`src/rtl/sdcmd_pkg.sv`:
```
package sdcmd_pkg;
  localparam int REG_W = 16;
  localparam int ADDR_W = 4;

  localparam logic [ADDR_W-1:0] A_CMD   = 4'd0;
  localparam logic [ADDR_W-1:0] A_ARGLO = 4'd1;
  localparam logic [ADDR_W-1:0] A_ARGHI = 4'd2;
  localparam logic [ADDR_W-1:0] A_CTRL  = 4'd3;
  localparam logic [ADDR_W-1:0] A_STAT  = 4'd4;
  localparam logic [ADDR_W-1:0] A_IEN   = 4'd5;
  localparam logic [ADDR_W-1:0] A_RSP0  = 4'd8;

  localparam int CTRL_EN_BIT = 11;

  // command word field positions
  localparam int CW_IDX_LSB = 0;
  localparam int CW_INIT    = 7;
  localparam int CW_RT_LSB  = 8;

  // status bit positions
  localparam int ST_DONE = 0;
  localparam int ST_CD   = 1;
  localparam int ST_STOP = 2;
  localparam int ST_TMO  = 7;
  localparam int ST_CERR = 14;

  // expected response kinds
  localparam logic [2:0] RT_R1 = 3'd1;
  localparam logic [2:0] RT_R2 = 3'd2;
  localparam logic [2:0] RT_R3 = 3'd3;
  localparam logic [2:0] RT_R6 = 3'd6;
endpackage

```
`src/rtl/sdcmd_regs.sv`:
```
module sdcmd_regs
  import sdcmd_pkg::*;
#(
  parameter int IEN_BITS = 15
) (
  input  logic              clk,
  input  logic              rst_n,
  input  logic              wr_en,
  input  logic [ADDR_W-1:0] addr,
  input  logic [REG_W-1:0]  wdata,
  input  logic              busy,
  output logic              enable_o,
  output logic [2*REG_W-1:0] arg_o,
  output logic [REG_W-1:0]  ien_o,
  output logic [REG_W-1:0]  last_cmd_o,
  output logic              cmd_go_o,
  output logic              soft_clr_o
);
  localparam logic [REG_W-1:0] IEN_MASK = REG_W'((32'd1 << IEN_BITS) - 1);

  logic en_q, en_d, en_ce;
  logic [2*REG_W-1:0] arg_q, arg_d;
  logic arg_ce;
  logic [REG_W-1:0] ien_q, ien_d, cmd_q, cmd_d;
  logic ien_ce, cmd_ce;
  logic hit_cmd, hit_lo, hit_hi, hit_ctrl, hit_ien;

  always_comb begin
    hit_cmd  = wr_en && (addr == A_CMD);
    hit_lo   = wr_en && (addr == A_ARGLO);
    hit_hi   = wr_en && (addr == A_ARGHI);
    hit_ctrl = wr_en && (addr == A_CTRL);
    hit_ien  = wr_en && (addr == A_IEN);
    soft_clr_o = hit_ctrl && !wdata[CTRL_EN_BIT];
    cmd_go_o   = hit_cmd && en_q && !busy;

    en_ce = hit_ctrl;
    en_d  = wdata[CTRL_EN_BIT];

    arg_ce = soft_clr_o || hit_lo || hit_hi;
    arg_d  = arg_q;
    if (soft_clr_o)  arg_d = '0;
    else if (hit_lo) arg_d[REG_W-1:0] = wdata;
    else if (hit_hi) arg_d[2*REG_W-1:REG_W] = wdata;

    ien_ce = soft_clr_o || hit_ien;
    ien_d  = soft_clr_o ? '0 : (wdata & IEN_MASK);

    cmd_ce = soft_clr_o || cmd_go_o;
    cmd_d  = soft_clr_o ? '0 : wdata;
  end

  always_ff @(posedge clk or negedge rst_n) begin
    if (!rst_n) begin
      en_q  <= 1'b0;
      arg_q <= '0;
      ien_q <= '0;
      cmd_q <= '0;
    end else begin
      if (en_ce)  en_q  <= en_d;
      if (arg_ce) arg_q <= arg_d;
      if (ien_ce) ien_q <= ien_d;
      if (cmd_ce) cmd_q <= cmd_d;
    end
  end

  assign enable_o   = en_q;
  assign arg_o      = arg_q;
  assign ien_o      = ien_q;
  assign last_cmd_o = cmd_q;

  assert_cmd_ignored_R1: assert property (@(posedge clk) disable iff (!rst_n)
    (hit_cmd && !en_q) |=> $stable(cmd_q));
  assert_arg_half_R10: assert property (@(posedge clk) disable iff (!rst_n)
    hit_lo |=> (arg_q[2*REG_W-1:REG_W] == $past(arg_q[2*REG_W-1:REG_W])));
  assert_ien_top_R12: assert property (@(posedge clk) disable iff (!rst_n)
    hit_ien |=> (ien_q[REG_W-1] == 1'b0));
endmodule

```
`src/rtl/sdcmd_engine.sv`:
```
module sdcmd_engine
  import sdcmd_pkg::*;
#(
  parameter int RSP_BYTES = 16,
  parameter int LEN_W = $clog2(RSP_BYTES + 1),
  parameter logic [31:0] R1_ERR_MASK = 32'hFDF9_0000,
  parameter logic [15:0] R6_ERR_MASK = 16'hE000,
  parameter int STOP_IDX = 12
) (
  input  logic             clk,
  input  logic             rst_n,
  input  logic             cmd_go,
  input  logic [5:0]       cmd_index,
  input  logic             cmd_init,
  input  logic [2:0]       cmd_rtype,
  input  logic [31:0]      arg,
  input  logic             soft_clr,
  output logic             req_valid,
  output logic [5:0]       req_index,
  output logic [31:0]      req_arg,
  input  logic             rsp_valid,
  input  logic [LEN_W-1:0] rsp_len,
  input  logic [31:0]      rsp_head,
  output logic             busy,
  output logic [REG_W-1:0] stat_set,
  output logic             cap_en
);
  typedef enum logic {S_IDLE, S_WAIT} state_e;
  state_e st_q, st_d;
  logic [5:0]  idx_q;
  logic [2:0]  rt_q;
  logic [31:0] arg_q;
  logic        lat_ce, init0, accept, short_rsp, has_rsp, cerr;
  logic [LEN_W-1:0] min_len;
  logic [31:0] r1_word;
  logic [15:0] r6_half;

  always_comb begin
    init0   = cmd_init && (cmd_index == 6'd0);
    accept  = (st_q == S_WAIT) && rsp_valid;
    r1_word = {rsp_head[7:0], rsp_head[15:8], rsp_head[23:16], rsp_head[31:24]};
    r6_half = {rsp_head[23:16], rsp_head[31:24]};
    unique case (rt_q)
      RT_R1, RT_R3, RT_R6: min_len = LEN_W'(4);
      RT_R2:               min_len = LEN_W'(RSP_BYTES);
      default:             min_len = '0;
    endcase
    has_rsp   = (min_len != '0);
    short_rsp = (rsp_len < min_len);
    cerr = ((rt_q == RT_R1) && |(r1_word & R1_ERR_MASK)) ||
           ((rt_q == RT_R6) && |(r6_half & R6_ERR_MASK));

    stat_set = '0;
    if (cmd_go && init0) stat_set[ST_DONE] = 1'b1;
    if (accept) begin
      if (short_rsp) stat_set[ST_TMO] = 1'b1;
      else begin
        stat_set[ST_DONE] = 1'b1;
        if (idx_q == 6'(STOP_IDX)) stat_set[ST_STOP] = 1'b1;
        if (cerr) stat_set[ST_CERR] = 1'b1;
      end
    end
    cap_en = accept && has_rsp && !short_rsp;

    lat_ce = cmd_go && !init0;
    st_d = st_q;
    if (soft_clr)    st_d = S_IDLE;
    else if (lat_ce) st_d = S_WAIT;
    else if (accept) st_d = S_IDLE;
  end

  always_ff @(posedge clk or negedge rst_n) begin
    if (!rst_n) begin
      st_q  <= S_IDLE;
      idx_q <= '0;
      rt_q  <= '0;
      arg_q <= '0;
    end else begin
      st_q <= st_d;
      if (lat_ce) begin
        idx_q <= cmd_index;
        rt_q  <= cmd_rtype;
        arg_q <= arg;
      end
    end
  end

  assign busy      = (st_q == S_WAIT);
  assign req_valid = busy;
  assign req_index = idx_q;
  assign req_arg   = arg_q;

  assert_req_hold_R4: assert property (@(posedge clk) disable iff (!rst_n)
    (req_valid && !rsp_valid && !soft_clr) |=>
      (req_valid && $stable(req_index) && $stable(req_arg)));
  assert_init0_noreq_R3: assert property (@(posedge clk) disable iff (!rst_n)
    (cmd_go && cmd_init && (cmd_index == 6'd0) && !req_valid) |=> !req_valid);
  assert_clr_drop_R2: assert property (@(posedge clk) disable iff (!rst_n)
    soft_clr |=> !req_valid);
endmodule

```
`src/rtl/sdcmd_rspbuf.sv`:
```
module sdcmd_rspbuf
  import sdcmd_pkg::*;
#(
  parameter int RSP_BYTES = 16,
  localparam int BPW = REG_W / 8,
  localparam int WORDS = RSP_BYTES / BPW
) (
  input  logic                         clk,
  input  logic                         rst_n,
  input  logic                         clr,
  input  logic                         cap,
  input  logic [8*RSP_BYTES-1:0]       data,
  output logic [WORDS-1:0][REG_W-1:0]  words_o
);
  logic [WORDS-1:0][REG_W-1:0] w_q, w_d;
  logic w_ce;

  assign w_ce = clr || cap;

  for (genvar w = 0; w < WORDS; w++) begin : g_word
    localparam int PAIR = WORDS - 1 - w;
    always_comb begin
      w_d[w] = '0;
      if (!clr) begin
        for (int j = 0; j < BPW; j++)
          w_d[w][REG_W-1-8*j -: 8] = data[8*(PAIR*BPW+j) +: 8];
      end
    end
  end

  always_ff @(posedge clk or negedge rst_n) begin
    if (!rst_n) w_q <= '0;
    else if (w_ce) w_q <= w_d;
  end

  assign words_o = w_q;

  assert_clear_R9: assert property (@(posedge clk) disable iff (!rst_n)
    clr |=> (w_q == '0));
endmodule

```
`src/rtl/sdcmd_status.sv`:
```
module sdcmd_status
  import sdcmd_pkg::*;
(
  input  logic             clk,
  input  logic             rst_n,
  input  logic [REG_W-1:0] set_mask,
  input  logic             w1c_en,
  input  logic [REG_W-1:0] w1c_mask,
  input  logic             soft_clr,
  input  logic             card_detect,
  input  logic [REG_W-1:0] ien,
  output logic [REG_W-1:0] status_o,
  output logic             irq_o
);
  logic [REG_W-1:0] st_q, st_d, clr_m, cd_m;
  logic cd_q, cd_rise;

  always_comb begin
    cd_rise = card_detect && !cd_q;
    cd_m = '0;
    cd_m[ST_CD] = cd_rise;
    clr_m = w1c_en ? w1c_mask : '0;
    if (soft_clr) st_d = '0;
    else          st_d = (st_q & ~clr_m) | set_mask | cd_m;
  end

  always_ff @(posedge clk or negedge rst_n) begin
    if (!rst_n) begin
      st_q <= '0;
      cd_q <= 1'b0;
    end else begin
      st_q <= st_d;
      cd_q <= card_detect;
    end
  end

  assign status_o = st_q;
  assign irq_o    = |(st_q & ien);

  assert_w1c_R11: assert property (@(posedge clk) disable iff (!rst_n)
    (w1c_en && (set_mask == '0) && !soft_clr && !(card_detect && !cd_q)) |=>
      ((st_q & $past(w1c_mask)) == '0));
  assert_cd_rise_R13: assert property (@(posedge clk) disable iff (!rst_n)
    (card_detect && !cd_q && !soft_clr) |=> st_q[ST_CD]);
  assert_irq_cause_R12: assert property (@(posedge clk) disable iff (!rst_n)
    $rose(irq_o) |-> (!$stable(st_q) || !$stable(ien)));
  assert_tmo_excl_R5: assert property (@(posedge clk) disable iff (!rst_n)
    !($rose(st_q[ST_TMO]) && $rose(st_q[ST_DONE])));
endmodule

```
`src/rtl/sdcmd_ctrl.sv`:
```
module sdcmd_ctrl
  import sdcmd_pkg::*;
#(
  parameter int RSP_BYTES = 16,
  parameter int LEN_W = $clog2(RSP_BYTES + 1),
  parameter int IEN_BITS = 15,
  parameter logic [31:0] R1_ERR_MASK = 32'hFDF9_0000,
  parameter int STOP_IDX = 12
) (
  input  logic                   clk,
  input  logic                   rst_n,
  input  logic                   reg_wr,
  input  logic [3:0]             reg_addr,
  input  logic [15:0]            reg_wdata,
  output logic [15:0]            reg_rdata,
  output logic                   req_valid,
  output logic [5:0]             req_index,
  output logic [31:0]            req_arg,
  input  logic                   rsp_valid,
  input  logic [LEN_W-1:0]       rsp_len,
  input  logic [8*RSP_BYTES-1:0] rsp_data,
  input  logic                   card_detect,
  output logic                   irq
);
  localparam int WORDS  = RSP_BYTES / (REG_W / 8);
  localparam int RIDX_W = $clog2(WORDS);

  logic rst_meta, rst_sync_n;
  always_ff @(posedge clk or negedge rst_n) begin
    if (!rst_n) begin
      rst_meta   <= 1'b0;
      rst_sync_n <= 1'b0;
    end else begin
      rst_meta   <= 1'b1;
      rst_sync_n <= rst_meta;
    end
  end

  logic enable, busy, cmd_go, soft_clr, cap_en;
  logic [31:0] arg;
  logic [REG_W-1:0] ien, last_cmd, status, stat_set;
  logic [WORDS-1:0][REG_W-1:0] words;
  logic [RIDX_W-1:0] ridx;

  sdcmd_regs #(.IEN_BITS(IEN_BITS)) u_regs (
    .clk(clk), .rst_n(rst_sync_n), .wr_en(reg_wr), .addr(reg_addr),
    .wdata(reg_wdata), .busy(busy), .enable_o(enable), .arg_o(arg),
    .ien_o(ien), .last_cmd_o(last_cmd), .cmd_go_o(cmd_go),
    .soft_clr_o(soft_clr)
  );

  sdcmd_engine #(
    .RSP_BYTES(RSP_BYTES), .LEN_W(LEN_W),
    .R1_ERR_MASK(R1_ERR_MASK), .STOP_IDX(STOP_IDX)
  ) u_engine (
    .clk(clk), .rst_n(rst_sync_n), .cmd_go(cmd_go),
    .cmd_index(reg_wdata[CW_IDX_LSB +: 6]), .cmd_init(reg_wdata[CW_INIT]),
    .cmd_rtype(reg_wdata[CW_RT_LSB +: 3]), .arg(arg), .soft_clr(soft_clr),
    .req_valid(req_valid), .req_index(req_index), .req_arg(req_arg),
    .rsp_valid(rsp_valid), .rsp_len(rsp_len), .rsp_head(rsp_data[31:0]),
    .busy(busy), .stat_set(stat_set), .cap_en(cap_en)
  );

  sdcmd_rspbuf #(.RSP_BYTES(RSP_BYTES)) u_rspbuf (
    .clk(clk), .rst_n(rst_sync_n), .clr(cmd_go || soft_clr), .cap(cap_en),
    .data(rsp_data), .words_o(words)
  );

  sdcmd_status u_status (
    .clk(clk), .rst_n(rst_sync_n), .set_mask(stat_set),
    .w1c_en(reg_wr && (reg_addr == A_STAT)), .w1c_mask(reg_wdata),
    .soft_clr(soft_clr), .card_detect(card_detect), .ien(ien),
    .status_o(status), .irq_o(irq)
  );

  always_comb begin
    ridx = RIDX_W'(reg_addr - A_RSP0);
    reg_rdata = '0;
    if (reg_addr >= A_RSP0) reg_rdata = words[ridx];
    else begin
      case (reg_addr)
        A_CMD:   reg_rdata = last_cmd;
        A_ARGLO: reg_rdata = arg[15:0];
        A_ARGHI: reg_rdata = arg[31:16];
        A_CTRL:  reg_rdata[CTRL_EN_BIT] = enable;
        A_STAT:  reg_rdata = status;
        A_IEN:   reg_rdata = ien;
        default: reg_rdata = '0;
      endcase
    end
  end
endmodule

```
`config.mk`:
```
export PLATFORM = sky130hd
export DESIGN_NAME = sdcmd_ctrl
export DESIGN_NICKNAME = d
export VERILOG_FILES = /design/src/rtl/sdcmd_pkg.sv /design/src/rtl/sdcmd_regs.sv /design/src/rtl/sdcmd_engine.sv /design/src/rtl/sdcmd_rspbuf.sv /design/src/rtl/sdcmd_status.sv /design/src/rtl/sdcmd_ctrl.sv
export SDC_FILE = /design/constraint.sdc
export NUM_CORES = 1
export LEC_CHECK = 0
export BUFFER_PORTS_ARGS = -buffer_cell sky130_fd_sc_hd__buf_2
export CAP_MARGIN = 5
export CORE_UTILIZATION = 35
export DETAILED_ROUTE_END_ITERATION = 8
export GPL_TIMING_DRIVEN = 0
export SKIP_LAST_GASP = 1
export SYNTH_ARGS = -nofsm -noshare
export SYNTH_HDL_FRONTEND = slang
export SYNTH_SLANG_ARGS = --single-unit
```
`constraint.sdc`:
```
create_clock -name clk -period 7.25 [get_ports clk]
set_clock_uncertainty 0.1 [all_clocks]
set_input_delay 1.0875 -clock clk [delete_from_list [all_inputs] [get_ports clk]]
set_output_delay 1.0875 -clock clk [all_outputs]
set_load 0.01 [all_outputs]
```
==> results of run 1 <==
[synth_stat cells, types with 2 or more instances]
master,count,area [um^2]
dfrtp_1,253,6330
a21oi_1,189,946
nand3_1,137,686
nand2_1,127,477
o21ai_0,126,631
clkbuf_1,84,315
mux2_2,56,631
a22oi_1,32,240
mux4_2,32,721
buf_2,23,115
nor2_1,23,86.3
a221o_1,15,150
mux2i_1,12,120
a22o_1,7,61.3
buf_4,5,37.5
buf_1,4,15.0
nand2b_1,4,25.0
nor2b_1,4,25.0
nand4_1,3,18.8
nor4_1,3,18.8
a222oi_1,2,20.0
a31oi_1,2,12.5
and2_0,2,12.5
and2_1,2,12.5
and3_1,2,12.5
nor3_1,2,10.0
o21ai_1,2,10.0
o31ai_1,2,15.0
or3_1,2,12.5
[how the worst max path moves through the flow]
| stage | slack (ns) | endpoint | cells after the start |
|---|---|---|---|
| 2_1_floorplan | 3.00 | u_engine.busy$_DFFE_PN0P_ | 0 |
| 3_3_place_gp | 1.30 | u_engine.req_arg[10]$_DFFE_PN0P_ | 0 |
| 3_5_place_dp | 2.61 | reg_rdata[4] | 7 |
| 4_1_cts | 2.60 | reg_rdata[4] | 7 |
| 5_1_grt | 2.54 | reg_rdata[11] | 7 |
| 6_report | 2.62 | reg_rdata[4] | 7 |
[registers in the layout, indices dropped and copies added (netlist names)]
signal	cells
u_engine.rt_q	3
rst_sync_n	1
u_regs.arg_o	32
u_rspbuf.words_o	128
u_engine.busy	1
rst_meta	1
u_regs.ien_o	15
u_regs.last_cmd_o	16
u_engine.req_arg	32
u_regs.enable_o	1
u_status.cd_q	1
u_engine.req_index	6
u_status.status_o	16
[metal layers]
| layer | routed length, um | track usage [%] | vias to the layer above |
|---|---|---|---|
| met4 | 1350 | 7.91 | 0 |
| met5 | 0 | 0 | - |
| met2 | 18800 | 36.9 | 408 |
| met3 | 3070 | 4.30 | 70 |
| met1 | 17800 | 32.4 | 5218 |
| li1 | - | - | 4799 |
[where the power goes]
group          internal, mW  leakage [nW]  switching, mW
sequential             1.58          3.43          0.139
clock                 0.934         0.491          0.616
combinational         0.256          2.78          0.382
[kinds of logic (layout without fill, tap and decap cells)]
kind of cell,after synthesis,after routing,share of synthesized area [%]
buf+inv,117,384,4.05
other cells,1,1,0.0312
simple gates,323,323,12.8
fa+ha+maj,1,1,0.104
flops,253,253,52.7
mux,100,100,12.3
compound gates,386,386,18.0
[area by class of cell]
cell class / instances / area share [%]
Tap cell: 448 / 3.81
Timing Repair Buffer: 213 / 7.70
Clock buffer: 42 / 5.87
Multi-Input combinational cell: 811 / 35.2
Inverter: 1 / 0.0255
Sequential cell: 253 / 43.0
Buffer: 116 / 3.28
Clock inverter: 12 / 1.04
[through the flow]
step	power [mW]	utilization, %	setup WS (ns)	area [um^2]
finish	3.91	43.8	2.62	14700
CTS	3.92	43.8	2.60	14700
floorplan	2.08	-	3.00	12000
global placement	2.35	40.5	1.30	13600
global route	4.07	43.8	2.54	14700
detailed placement	2.38	40.8	2.61	13700
==> impl_metrics.csv, run 1 <==
group,metric,value,unit
setup_path,critPathLaunchType,"primary input",
clocking,cts_tree,"done",
setup_path,arrival,3.44,ns
global_routing,track_usage,23.4,%
floorplan,die-area,0.0350,mm^2
synth,ys_warn_count,0,
clocking,postCtsSetupBuffers,0,
layout,num_antenna_cells,0,
clocking,clock_sinks,253,
routing,via_per_inst,5.54,
routing,first_pass_iters,5,
floorplan,coreArea,0.0336,mm^2
synth,syn_avg_cell_area,10.2,um^2
setup_path,critPathRequiredTime,6.06,ns
clocking,ctsHoldBuffers,0,
synth,syn-instance-count,1181,
layout,multi_input_area,0.00519,mm^2
timing,whs,0.215,ns
setup_path,r2r_slack,3.98,ns
placement,gp_congestion,0.902,
layout,final_common_cell,"dfrtp_1",
floorplan,die_y,187,um
layout,final-instance-count-excl-fill,1896,
timing,setup_viol,0,
clocking,htreeDepth,1,
setup_path,r2r_end,"u_rspbuf.words_o[82]$_DFFE_PN0P_",
setup_path,critPathMaxStageDelay,0.60,ns
floorplan,die_w,187,um
clocking,cts-root-buf,"clkbuf_16",
layout,nets,1584,
timing,layout_worst_path_cycle_share,63.9,%
layout,num-fill-cells,3258,
floorplan,ios,214,
setup_path,end_kind,"output pin",
synth,async_flop_share,100,%
timing,setup_tns,0,ns
synth,synth_nets,1340,
timing,period_needed,4.63,ns
synth,synth_edf_count,0,
routing,wl,41100,um
placement,hpwl,30400,um
global_routing,first_global_vias,10510,
setup_path,startpoint,"reg_addr[0]",
placement,io_buffers,210,
timing,worstMarginPinSlew,0.853,ns
routing,drtIter0Drc,993,
setup_path,cp_max_fo,10,
setup_path,critical_path_class,"primary input to output pin",
clocking,post_cts_resized,0,
synth,yosysSeqAreaShare,52.7,%
floorplan,start_util,35.7,%
layout,drive_gt1_share,26.7,%
timing,hold_viol,0,
placement,dp.cells,1842,
global_routing,antenna_found_initial,0,
timing,grt_setup_unrepaired,"false",
global_routing,grt_pass1_wl,63000,um
power_and_ir_drop,vdd_drop_max,0.000219,V
timing,report.final.slew_viol_count,0,
global_routing,grt_max_degree,69,
power_and_ir_drop,power_density,266,mW/mm^2
clocking,cts_buffer_depth,3,
layout,final_cell_mix,"dfrtp_1, buf_2, a21oi_1, nand3_1, nand2_1",
clocking,clk_latency,0.56,ns
clocking,path_clk_slew,0.06,ns
worst_hold_path,hp-class,"primary input to async pin",
setup_path,r2r_cells,9,
layout,seq_area,0.00633,mm^2
setup_path,critPathBufInv,4,
routing,via_count,10495,
run,maxCapViolCount,0,
timing,fmax,0.216,GHz
synth,syn-cell-area,0.0120,mm^2
synth,synthFlopType,"dfrtp_1",
synth,ys_types,53,
floorplan,fp-row-count,67,
routing,drtAntennaViolNets,0,
setup_path,slowest_stage,"mux4_2",
global_routing,grt_overflow_total,0,
setup_path,crit_chain,"buf_2, buf_2, buf_2, mux4_2, mux2_2, a221o_1, buf_2",
power_and_ir_drop,cellLeakagePower,6.69,nW
clocking,cts_made_buffers,29,
layout,syn_to_final_growth,22.6,%
routing,wl_per_cell,21.7,um
routing,drcViolationCount,0,
setup_path,r2r-start,"u_engine.rt_q[1]$_DFFE_PN0P_",
setup_path,cpMostUsedCell,"buf_2",
synth,synth_seq_cells,253,
timing,slew-limit-headroom,43.1,%
setup_path,cp_top_family,"buffers and inverters",
outcome,status,"complete, no violations",
No activity file was read; power rests on OpenSTA's default activity.
==> run 2: changes to the inputs <==
==> constraint.sdc (replaced) <==
create_clock -name clk -period 4.3 [get_ports clk]
set_clock_uncertainty 0.1 [all_clocks]
set_input_delay 0.645 -clock clk [delete_from_list [all_inputs] [get_ports clk]]
set_output_delay 0.645 -clock clk [all_outputs]
set_load 0.01 [all_outputs]
==> run 2 against run 1 <==
  * Sequential cell count is the same
  * Worst setup slack lost 2.1 ns
  * Hold slack lost 0.096 ns
  * Clock-buffer cell count is the same
  * Global-route usage is essentially flat
  * Sequential share of layout area is essentially flat
  * Combinational power grew 69%
  * Register-to-register slack lost 3.0 ns
  * First-iteration DRC count shrank 7.0%
  * Critical path type unchanged
  * Highest routed layer unchanged
==> impl_metrics.csv, run 2 (synthesis results as in run 1) <==
group,metric,value,unit
routing,drcViolationCount,0,
placement,gp_congestion,0.902,
power_and_ir_drop,power,6.59,mW
routing,via_count,10537,
layout,nets,1585,
setup_path,critPathMaxStageDelay,0.60,ns
timing,grt_setup_unrepaired,"false",
layout,drive_gt1_share,26.6,%
power_and_ir_drop,vdd_drop_max,0.000368,V
clocking,path_clk_slew,0.06,ns
global_routing,antenna_found_initial,0,
layout,seq_area,0.00633,mm^2
layout,num_antenna_cells,0,
placement,io_buffers,210,
setup_path,slowest_stage,"mux4_2",
clocking,cts_buffer_depth,3,
layout,syn_to_final_growth,22.7,%
timing,fmax,0.266,GHz
setup_path,cp.depth,7,
timing,worstMarginPinSlew,0.854,ns
routing,drtIter0Drc,923,
global_routing,grt_max_degree,69,
floorplan,ios,214,
clocking,cts_tree,"done",
routing,via_per_inst,5.55,
clocking,post_cts_resized,0,
clocking,clk_latency,0.56,ns
floorplan,coreArea,0.0336,mm^2
power_and_ir_drop,p_int,4.67,mW
worst_hold_path,hp-class,"primary input to flop",
timing,slew-limit-headroom,43.0,%
setup_path,cpMostUsedCell,"buf_2",
timing,setup_viol,0,
floorplan,die_y,187,um
power_and_ir_drop,clkPwrFrac,39.6,%
power_and_ir_drop,comb_power_share,16.3,%
global_routing,first_global_vias,10504,
global_routing,grt_pass1_wl,63000,um
timing,layout_worst_path_cycle_share,87.3,%
floorplan,die_w,187,um
setup_path,cp_top_family,"buffers and inverters",
clocking,cts-root-buf,"clkbuf_16",
floorplan,start_util,35.7,%
power_and_ir_drop,swShare,29.1,%
routing,drtAntennaViolNets,0,
worst_hold_path,hp-start,"card_detect",
layout,final_util,43.8,%
layout,largest_register_ffs,128,
floorplan,die-area,0.0350,mm^2
setup_path,end_kind,"output pin",
setup_path,cp_max_fo,10,
routing,first_pass_iters,5,
global_routing,track_usage,23.4,%
outcome,status,"complete, no violations",
routing,wl,41100,um
power_and_ir_drop,power_density,448,mW/mm^2
run,maxCapViolCount,0,
worst_hold_path,whs_path_depth,1,
setup_path,r2r_cells,9,
setup_path,r2r-start,"u_engine.rt_q[1]$_DFFE_PN0P_",
placement,hpwl,30400,um
setup_path,crit_chain,"buf_2, buf_2, buf_2, mux4_2, mux2_2, a221o_1, buf_2",
clocking,clock_sinks,253,
layout,multi_input_area,0.00519,mm^2
layout,final_cell_mix,"dfrtp_1, buf_2, a21oi_1, nand3_1, nand2_1",
setup_path,r2r_slack,1.03,ns
routing,wl_per_cell,21.7,um
layout,final_common_cell,"dfrtp_1",
setup_path,arrival,3.01,ns
setup_path,critPathLaunchType,"primary input",
timing,period_needed,3.75,ns
setup_path,critical_path_class,"primary input to output pin",
worst_hold_path,worstHoldEndpoint,"u_status.cd_q$_DFF_PN0_",
layout,num-fill-cells,3260,
timing,report.final.slew_viol_count,0,
timing,hold_viol,0,
power_and_ir_drop,p_seq_share,44.0,%
global_routing,grt_overflow_total,0,
clocking,cts_made_buffers,29,
setup_path,critPathRequiredTime,3.56,ns
setup_path,r2r_end,"u_rspbuf.words_o[94]$_DFFE_PN0P_",
power_and_ir_drop,cellLeakagePower,6.70,nW
floorplan,fp-row-count,67,
power_and_ir_drop,power_switching,1.92,mW
setup_path,critPathBufInv,4,
clocking,htreeDepth,1,
run 2: changes by cell type in the layout (fill, tap and decap cells not counted):
| cell | previous run | this run |
|---|---|---|
| dlygate4sd3_1 | 0 | 1 |
run 2: worst max path at each step:
stage | from | end | slack [ns]
floorplan | rst_sync_n$_DFF_PN0_ | u_engine.busy$_DFFE_PN0P_ | 0.05
CTS | reg_addr[0] | reg_rdata[4] | 0.53
global route | reg_addr[0] | reg_rdata[11] | 0.48
global placement | rst_sync_n$_DFF_PN0_ | u_engine.req_arg[10]$_DFFE_PN0P_ | -1.65
finish | reg_addr[0] | reg_rdata[4] | 0.55
detailed placement | reg_addr[0] | reg_rdata[4] | 0.54
run 2: final cells by class:
cell class	count	area share (%)
clock inverters	12	1.04
flip-flops and latches	253	43.0
multi-input cells	811	35.2
inverters	1	0.0255
repair buffers	214	7.76
well taps	448	3.81
plain buffers	116	3.28
clock buffers	42	5.87
run 2: layer usage:
| metal | share of wire, % | GRT usage (%) |
|---|---|---|
| met3 | 7.0 | 4.30 |
| met2 | 46 | 36.9 |
| met4 | 3.3 | 7.91 |
| met1 | 43 | 32.4 |
| met5 | 0 | 0 |
run 2: what timing repair did:
action / 4_1_cts / 5_1_grt
setup endpoints to repair: 0 / 0
setup buffers: 0 / 0
hold buffers: 1 / 0
endpoints found under the hold margin: 2 / 0
run 2: power groups by stage:
| stage | clock, mW | combinational, mW | sequential (mW) |
|---|---|---|---|
| detailed placement | 0 | 1.07 | 2.94 |
| global placement | 0 | 0.997 | 2.97 |
| CTS | 2.64 | 1.07 | 2.90 |
| global route | 2.73 | 1.19 | 2.93 |
| finish | 2.61 | 1.08 | 2.90 |
| floorplan | 0 | 0.610 | 2.90 |
run 2: per-stage QoR:
step	setup slack [ns]	TNS, ns	std cells	area, um^2	hold WS, ns
after floorplan	0.0484	0	1181	12000	0.231
after global placement	-1.65	-409.53	1839	13600	0.237
after detailed placement	0.543	0	1842	13700	0.237
after CTS	0.534	0	1897	14700	0.103
after global routing	0.479	0	1897	14700	0.122
final	0.548	0	1897	14700	0.119
